File: config.mk
export PLATFORM = sky130hd
export DESIGN_NAME = mdio_responder
export DESIGN_NICKNAME = d
export VERILOG_FILES = /design/src/rtl/mdio_responder.sv
export SDC_FILE = /design/constraint.sdc
export NUM_CORES = 1
export LEC_CHECK = 0
export BUFFER_PORTS_ARGS = -buffer_cell sky130_fd_sc_hd__buf_2
export CORE_MARGIN = 10
export CORE_UTILIZATION = 40
export DETAILED_ROUTE_END_ITERATION = 10
export PLACE_DENSITY = 0.56
export SYNTH_ARGS = -nofsm -noshare
export SYNTH_HDL_FRONTEND = slang
export SYNTH_SLANG_ARGS = --single-unit
File: constraint.sdc
create_clock -name clk -period 2.55 [get_ports clk]
set_input_delay 0.51 -clock clk [delete_from_list [all_inputs] [get_ports clk]]
set_output_delay 0.51 -clock clk [all_outputs]
set_load 0.05 [all_outputs]
File: src/rtl/mdio_responder.sv
module mdio_responder #(
  parameter logic [15:0] ID_HI = 16'h0022,
  parameter logic [15:0] ID_LO = 16'h161a,
  parameter int          WIN   = 32
) (
  input  logic        clk,
  input  logic        rst_n,
  input  logic        mgmt_clk_i,
  input  logic        host_dat_i,
  input  logic        host_oe_i,
  output logic        rd_dat_o,
  output logic        wr_valid_o,
  output logic [4:0]  wr_phy_o,
  output logic [4:0]  wr_reg_o,
  output logic [15:0] wr_data_o
);
  localparam int FRAME = 32;
  localparam int HDR   = 16;
  localparam int CW    = $clog2(FRAME + 1);

  typedef enum logic [1:0] {IDLE, RD, WR} st_t;

  logic           mdc_q;
  logic [WIN-1:0] sh;
  logic [CW-1:0]  cnt;
  st_t            st, st_d;
  logic [15:0]    dout;
  logic [4:0]     phy, ra;

  wire            rise     = mgmt_clk_i & ~mdc_q;
  wire [WIN-1:0]  sh_n     = {sh[WIN-2:0], host_dat_i & host_oe_i};
  wire [CW-1:0]   cnt_v    = (&sh_n) ? CW'(FRAME) : cnt;
  wire            at_hdr   = (cnt_v == CW'(HDR));
  wire            start_ok = (sh_n[15:14] == 2'b01);
  wire            rd_hdr   = start_ok && (sh_n[13:12] == 2'b10) && !sh_n[0];
  wire            wr_hdr   = start_ok && (sh_n[13:12] == 2'b01) && (sh_n[1:0] == 2'b10);

  function automatic logic [15:0] regfile(input logic [4:0] a);
    case (a)
      5'd2:    return ID_HI;
      5'd3:    return ID_LO;
      default: return 16'h0000;
    endcase
  endfunction

  always_comb begin
    st_d = st;
    if (at_hdr) st_d = rd_hdr ? RD : (wr_hdr ? WR : IDLE);
  end

  always_ff @(posedge clk) begin
    if (!rst_n) begin
      mdc_q      <= 1'b0;
      sh         <= '0;
      cnt        <= '0;
      st         <= IDLE;
      dout       <= '0;
      phy        <= '0;
      ra         <= '0;
      rd_dat_o   <= 1'b0;
      wr_valid_o <= 1'b0;
      wr_phy_o   <= '0;
      wr_reg_o   <= '0;
      wr_data_o  <= '0;
    end else begin
      mdc_q      <= mgmt_clk_i;
      wr_valid_o <= 1'b0;
      if (rise) begin
        sh  <= sh_n;
        cnt <= (cnt_v != '0) ? cnt_v - 1'b1 : '0;
        st  <= st_d;
        if (at_hdr) begin
          phy  <= sh_n[11:7];
          ra   <= sh_n[6:2];
          dout <= regfile(sh_n[6:2]);
        end
        if (cnt_v < CW'(HDR) && st_d == RD) begin
          rd_dat_o <= dout[15];
          dout     <= {dout[14:0], 1'b0};
        end else if (st_d == IDLE) begin
          rd_dat_o <= 1'b0;
        end
        if (cnt_v == '0 && st_d != IDLE) begin
          st <= IDLE;
          if (st_d == WR) begin
            wr_valid_o <= 1'b1;
            wr_phy_o   <= phy;
            wr_reg_o   <= ra;
            wr_data_o  <= sh_n[15:0];
          end
        end
      end
    end
  end
endmodule

==> results of run 1 <==
==> critical path: stages (launching register included) <==
cell and delay (ns):
dfxtp_2 0.35, nand4_1 0.16, nor4_4 0.35, nand3_2 0.16
nand2_2 0.13, ha_4 0.14, nor4b_4 0.24, nand2_2 0.10
mux2_4 0.33, and3_4 0.18, buf_12 0.14, mux2i_1 0.12
==> metal layers <==
layer / up-vias / GRT usage (%) / routed length (um)
met5: - / 0 / 0
met4: 0 / 3.46 / 85
met3: 7 / 3.72 / 414
met2: 50 / 21.1 / 4030
met1: 1499 / 18.7 / 4580
li1: 1622 / - / -
==> logic make-up (layout without fill, tap and decap cells) <==
family          after synthesis  in the layout
fa+ha+maj                     2              2
buf+inv                      32             93
compound gates               73             73
mux                          38             38
flops                        93             93
simple gates                204            204
==> flip-flops by register name (all words and copies together), names as in the netlist <==
signal / cells
wr_phy_o: 5
phy: 5
wr_data_o: 16
cnt: 6
wr_valid_o: 1
rd_dat_o: 1
st: 2
dout: 15
sh: 31
mdc_q: 1
wr_reg_o: 5
ra: 5
==> final timing paths <==
| check | slack (ns) | depth (start not counted) | startpoint | end |
|---|---|---|---|---|
| worst max-delay path | 0.03 | 11 | sh[10]$_SDFFE_PN0P_ | wr_data_o[7]$_SDFFE_PN0P_ |
| worst min-delay path | 0.38 | 2 | mgmt_clk_i | mdc_q$_SDFF_PN0_ |
| worst max register to register | 0.03 | 11 | sh[10]$_SDFFE_PN0P_ | wr_data_o[7]$_SDFFE_PN0P_ |
| worst min register to register | 0.46 | 2 | wr_data_o[8]$_SDFFE_PN0P_ | wr_data_o[8]$_SDFFE_PN0P_ |
==> layout by cell type (no fill, tap or decap), types with 6 or more instances in the layout <==
cell,netlist,routed
nand2_1,144,141
dfxtp_1,93,85
buf_4,1,38
mux2i_1,37,37
a21oi_1,35,35
buf_2,2,32
o22ai_1,11,11
nor2_1,10,10
clkbuf_8,0,10
o21ai_0,8,8
dfxtp_2,0,8
nand4_1,6,6
nand3_1,8,6
and3_1,7,6
==> synth_stat cells, types with 2 or more instances <==
cell,count
nor4b_2,2
a21oi_1,35
and2_1,4
clkbuf_1,25
nand2_1,144
dfxtp_1,93
o221a_2,4
nor2_1,10
nand2b_1,5
nor3_1,3
mux2i_1,37
ha_1,2
or3_1,2
nand4_1,6
nor2b_1,2
buf_2,2
or2_2,2
o22ai_1,11
a211oi_1,2
inv_1,2
nor4_1,4
nand3_1,8
o31ai_1,4
o21ai_0,8
and3_1,7
==> through the flow <==
step / utilization (%) / hold WS, ns / cells / setup TNS, ns
after floorplan: - / 0.437 / 442 / 0
after global placement: 46.3 / 0.442 / 587 / 0
after detailed placement: 46.3 / 0.447 / 587 / -0.754
after CTS: 49.6 / 0.369 / 607 / 0
after global routing: 50.7 / 0.389 / 614 / -3.42
final: 50.7 / 0.383 / 614 / 0
==> power breakdown <==
group | leakage [nW] | total [mW] | internal, mW | switching (mW)
clock | 0.111 | 1.12 | 0.587 | 0.536
sequential | 0.754 | 1.53 | 1.48 | 0.0471
combinational | 1.01 | 0.439 | 0.192 | 0.246
==> area by class of cell <==
cell class                 instances  area (um^2)  area share, %
multi-input combinational        317         1860           39.9
sequential                        93         1870           40.2
timing repair buffer              75          551           11.8
clock inverter                     6         95.1           2.04
clock buffer                      10          138           2.95
inverter                           2         7.51          0.161
tap                              111          139           2.98
==> timing repair <==
action / CTS / global route
setup endpoints to repair: 28 / 54
setup buffers: 4 / 6
hold buffers: 0 / 0
pin swaps: 4 / 10
gates resized for setup: 2 / 10
cloned: 0 / 1
==> impl_results.md, run 1 <==
- Adder-cell share of the synthesized area: 0.664%
- Pleak: 1.88 nW
- Main combinational cell family by area after synthesis: simple AND/OR/NAND/NOR gates
- Worst slew margin: 59.1%
- CP Class: flop to flop
- VDD IR-drop max: between 400 and 500 uV
- IO Count: 33
- Clk root buf: clkbuf_8
- Top-area cell type share of the netlist area: 49.4%
- Endpoint class of the critical path: flop
- Antenna violations before repair: 0
- Routability cong.: 0.773
- Final Max Tran Viols: 0
- CTS Buf Count: 9
- Share of post-route cells with drive strength above 1: between 20% and 30%
- Crit Path Max Fanout: 7
- DIE AREA: 0.0137 mm^2
- I/O Buffers: 32
- Clk buf depth: 2
- Fraction of registers with async set/reset: 0%
- Unique masters post-synth: between 40 and 50
- Min Tclk post-route: 2.52 ns
- Iter 0 DRT Violations: 173
- Yosys warns: 0
- Setup WS post-layout: around 0.032 ns
- Worst Path Arrival: around 2.8 ns
- Clk slew on worst S/H paths: approximately 0.090 ns
- Drt total wl: 9.12 mm
- Top cells by area, synth: dfxtp_1, nand2_1, mux2i_1
- Synthesized Nets: between 400 and 500
- Vert. Die Dim: about 120 um
- Post-synthesis register bit count: 93
- Class of the worst hold path: input port to flop
- Status: complete, no violations
- Num rows: 35
- Req. time, crit path: between 2 and 3 ns
- Wirelength per Cell: between 10 and 15 um
- Post-synth top area cell: dfxtp_1
- Starting Density: 41.0%
- Diode count: 0
- PnR Total Power: 3.09 mW
- Slew @ Worst Pin: 0.612 ns
- Top FF cell, synth: dfxtp_1
- Simple-Gate Fraction of Synth Area: 24.3%
- Unrepaired setup endpoints after global routing: true
- Worst slack, placed: -0.0653 ns
- Placed Instance Area: about 0.0043 mm^2
- Area Growth Syn to Fin: 23.7%
- First-pass GRT wire length: 15.1 mm
- Post-synthesis compound-gate area fraction: between 10% and 20%
- Drt pass-1 iters: 4
- Via count: around 3,200
- CTS tree: yes
- Total GRT Usage: 13.7%
- Clock Skews: approximately 0.0069 ns
- Die span in x: 117 um
- Part of the Yosys area used for sequential elements: 49.4%
- H-tree depth: 3
- Hold Vio Cnt, Final: 0
- CTS Sinks: 93
- Xor/xnor share of the synthesized area: 0%
- Overflow left after global routing: 0
- Vias in the first global route: 3,019
- Largest net degree at the start of global routing: 45
- Pwr Density: around 660 mW/mm^2
- Final setup fails: 0
- # fillers: 898
- Mapped Avg Cell Area: 8.52 um^2
- Via density: roughly 5.2
- Routed Antenna Nets: 0
- Core area: just over 0.009 mm^2
- Tcrit/Tclk final: a little over nine tenths
- # DRC: 0
- Fin nets: 505
- Maximum operating frequency: 397 MHz
- Post-synth EDFFs: 0
- Mux contribution to synthesized area: 10.1%
- Clock latency on the worst-skew pair: 0.36 ns
- Syn Inst Count: 442
- Mapped cell area: 0.00377 mm^2
- Max-cap check violation count: 0
- Cell area after layout: 0.00466 mm^2
- Setup crit start kind: flop
- Detailed Place HPWL: 6.08 mm
Note: power is estimated with default switching activity, not from simulation.
==> inputs of run 2 (changes only) <==
--- a/config.mk
+++ b/config.mk
@@ -9,7 +9,8 @@
 export CORE_MARGIN = 10
 export CORE_UTILIZATION = 40
 export DETAILED_ROUTE_END_ITERATION = 10
-export PLACE_DENSITY = 0.56
+export PLACE_DENSITY = 0.54
+export RECOVER_POWER = 50
 export SYNTH_ARGS = -nofsm -noshare
 export SYNTH_HDL_FRONTEND = slang
 export SYNTH_SLANG_ARGS = --single-unit
==> constraint.sdc (replaced) <==
create_clock -name clk -period 2.66 [get_ports clk]
set_input_delay 0.532 -clock clk [delete_from_list [all_inputs] [get_ports clk]]
set_output_delay 0.532 -clock clk [all_outputs]
set_load 0.05 [all_outputs]
==> impl_results.md, run 2 (synthesized netlist as in run 1, its figures left out) <==
- Antenna violations before repair: 0 (unchanged)
- Largest net degree at the start of global routing: 46 (+2.2%)
- Iter 0 DRT Violations: 174 (+0.58%)
- Hold WS: 0.415 ns (+0.0320 ns)
- Class of the worst hold path: input port to flop
- Highest-delay cell along the critical path: dfxtp_1
- Die span in x: 117 um (unchanged)
- Unrepaired setup endpoints after global routing: true
- Pleak: 1.74 nW (-7.3%)
- First-pass GRT wire length: 14.4 mm (-4.3%)
- Pwr Density: 642 mW/mm^2 (-3.2%)
- Terminus of the critical flop-to-flop path: wr_reg_o[4]$_SDFFE_PN0P_
- # fillers: 913 (+1.7%)
- Overflow left after global routing: 0 (unchanged)
- Routed wl met3: 365 um (-12%)
- CTS Sinks: 93 (unchanged)
- Crit Path Max Fanout: 8 (+1)
- I/O Buffers: 32 (unchanged)
- Endpoint class of the critical path: flop
- Via density: 5.15 (-0.46%)
- Most frequent cells in the layout: nand2_1, dfxtp_1, mux2i_1, a21oi_1, buf_4
- Diode count: 0 (unchanged)
- Cell Chain, Critical Path: nand4_1 -> nor4_2 -> nand3_1 -> nand2_1 -> ha_2 -> nor4b_4 -> nand2_2 -> mux2_4 -> and3_4 -> clkbuf_16 -> mux2i_1
- Fin nets: 497 (-1.6%)
- R2R cell count: 11 (unchanged)
- R2r startpoint: sh[7]$_SDFFE_PN0P_
- Share of post-route cells with drive strength above 1: 18.2% (-6.6 points)
- Met1 WL: 4.60 mm (+0.44%)
- Drt pass-1 iters: 4 (unchanged)
- Min Tclk post-route: 2.57 ns (+0.0542 ns)
- Top flop regs: sh x31, wr_data_o x16, dout x15
- Routed Antenna Nets: 0 (unchanged)
- Clk buf depth: 2 (unchanged)
- Hold Path Depth: 2 (unchanged)
- Max-cap check violation count: 1 (+1)
- IO Count: 33 (unchanged)
- H-tree depth: 3 (unchanged)
- Clock latency on the worst-skew pair: 0.35 ns (about the same)
- Final core utilization: 49.4% (-1.3 points)
- Maximum operating frequency: 389 MHz (-2.1%)
- Setup crit start kind: flop
- Area Growth Syn to Fin: 20.6%
- Hold endpoint: mdc_q$_SDFF_PN0_
- DIE AREA: 0.0137 mm^2 (unchanged)
- Req. time, crit path: 2.90 ns (+0.10 ns)
- Final setup fails: 0 (unchanged)
- Core area: 0.00920 mm^2 (unchanged)
- Met2 wire length: 4.01 mm (-0.50%)
- Vias in the first global route: 2,868 (-5.0%)
- Commonest non-fill, non-tap cell in the layout: nand2_1
- Routability cong.: 0.769 (-0.52%)
- CP Class: flop to flop
- Wirelength per Cell: 15.0 um (+1.3%)
- Worst slew margin: -8.01% (-67 points)
- PnR Total Power: 2.92 mW (-5.6%)
- Max reg flops: 31 (unchanged)
- Total GRT Usage: 13.2% (-0.52 points)
- CTS Buf Count: 9 (unchanged)
- Num rows: 35 (unchanged)
- CTS tree: yes
- Clk slew on worst S/H paths: 0.09 ns (about the same)
- Slew @ Worst Pin: 1.62 ns (+1.01 ns)
- # DRC: 0 (unchanged)
- VDD IR-drop max: 328 uV (-20%)
- Crit. Startpoint: sh[7]$_SDFFE_PN0P_
- Worst stage delay on the critical path: 0.35 ns (about the same)
- Hold Vio Cnt, Final: 0 (unchanged)
- Drt total wl: 9.09 mm (-0.23%)
- Tcrit/Tclk final: 96.7% (-2.0 points)
- Failing checks: capacitance limit, slew limit
- Status: finished, violations left
- Starting Density: 41.0% (unchanged)
- Vert. Die Dim: 117 um (unchanged)
- Worst Path Arrival: 2.82 ns (+0.06 ns)
- Clock Skews: 0.0103 ns (+0.00336 ns)
- Via count: 3,117 (-1.9%)
- Flop2flop setup slack: 0.09 ns (+0.06 ns)
- Hold path start: mgmt_clk_i
- Detailed Place HPWL: 6.09 mm (+0.10%)
- Top Layer Used: met4
- Final Max Tran Viols: 38 (+38)
- Clk root buf: clkbuf_8
- Largest Register: sh
==> run 2: through the flow <==
step | area [um^2] | TNS, ns | cells | setup slack (ns)
floorplan | 3780 | 0 | 442 | 0.0144
global placement | 4210 | 0 | 585 | 0.0965
detailed placement | 4210 | 0 | 585 | 0.00471
CTS | 4430 | 0 | 600 | 0.0117
global route | 4540 | -0.317 | 605 | -0.0313
finish | 4540 | 0 | 605 | 0.0882
==> run 2: what timing repair did <==
item,4_1_cts,5_1_grt
endpoints found under the setup margin,0,54
setup buffers,0,3
gates resized for setup,0,16
hold buffers,0,0
==> run 2: routing by layer <==
metal | track usage, % | up-vias
met4 | 4.28 | 0
li1 | - | 1602
met2 | 20.2 | 45
met1 | 18.0 | 1461
met3 | 3.16 | 9
met5 | 0 | -
==> run 2: final cells by class <==
cell class              count  area, um^2  share of cell area [%]
clock buffers              10         138                    3.03
repair buffers             67         474                    10.4
flip-flops and latches     93        1870                    41.1
multi-input cells         317        1840                    40.4
clock inverters             5        83.8                    1.84
inverters                   2        7.51                   0.165
well taps                 111         139                    3.06
==> run 2: worst max path at each step <==
stage	endpoint	slack [ns]
6_report	wr_reg_o[4]$_SDFFE_PN0P_	0.09
3_5_place_dp	wr_data_o[12]$_SDFFE_PN0P_	0.005
5_1_grt	wr_reg_o[2]$_SDFFE_PN0P_	-0.03
4_1_cts	wr_data_o[12]$_SDFFE_PN0P_	0.01
2_1_floorplan	wr_data_o[10]$_SDFFE_PN0P_	0.01
3_3_place_gp	wr_phy_o[3]$_SDFFE_PN0P_	0.1
==> run 2: where the power goes <==
group	total, mW	internal, mW	switching (mW)
registers	1.47	1.42	0.0428
logic	0.402	0.180	0.223
clock network	1.05	0.554	0.498
total	2.92	2.16	0.763
==> run 2: worst max-delay path, delay by kind of cell, from the launching register on <==
kind / cells / cell delay, ns
buffers and inverters: 1 / 0.17
and+or+nand+nor: 7 / 1.29
DFF: 1 / 0.35
muxes: 2 / 0.46
adders and majority gates: 1 / 0.18
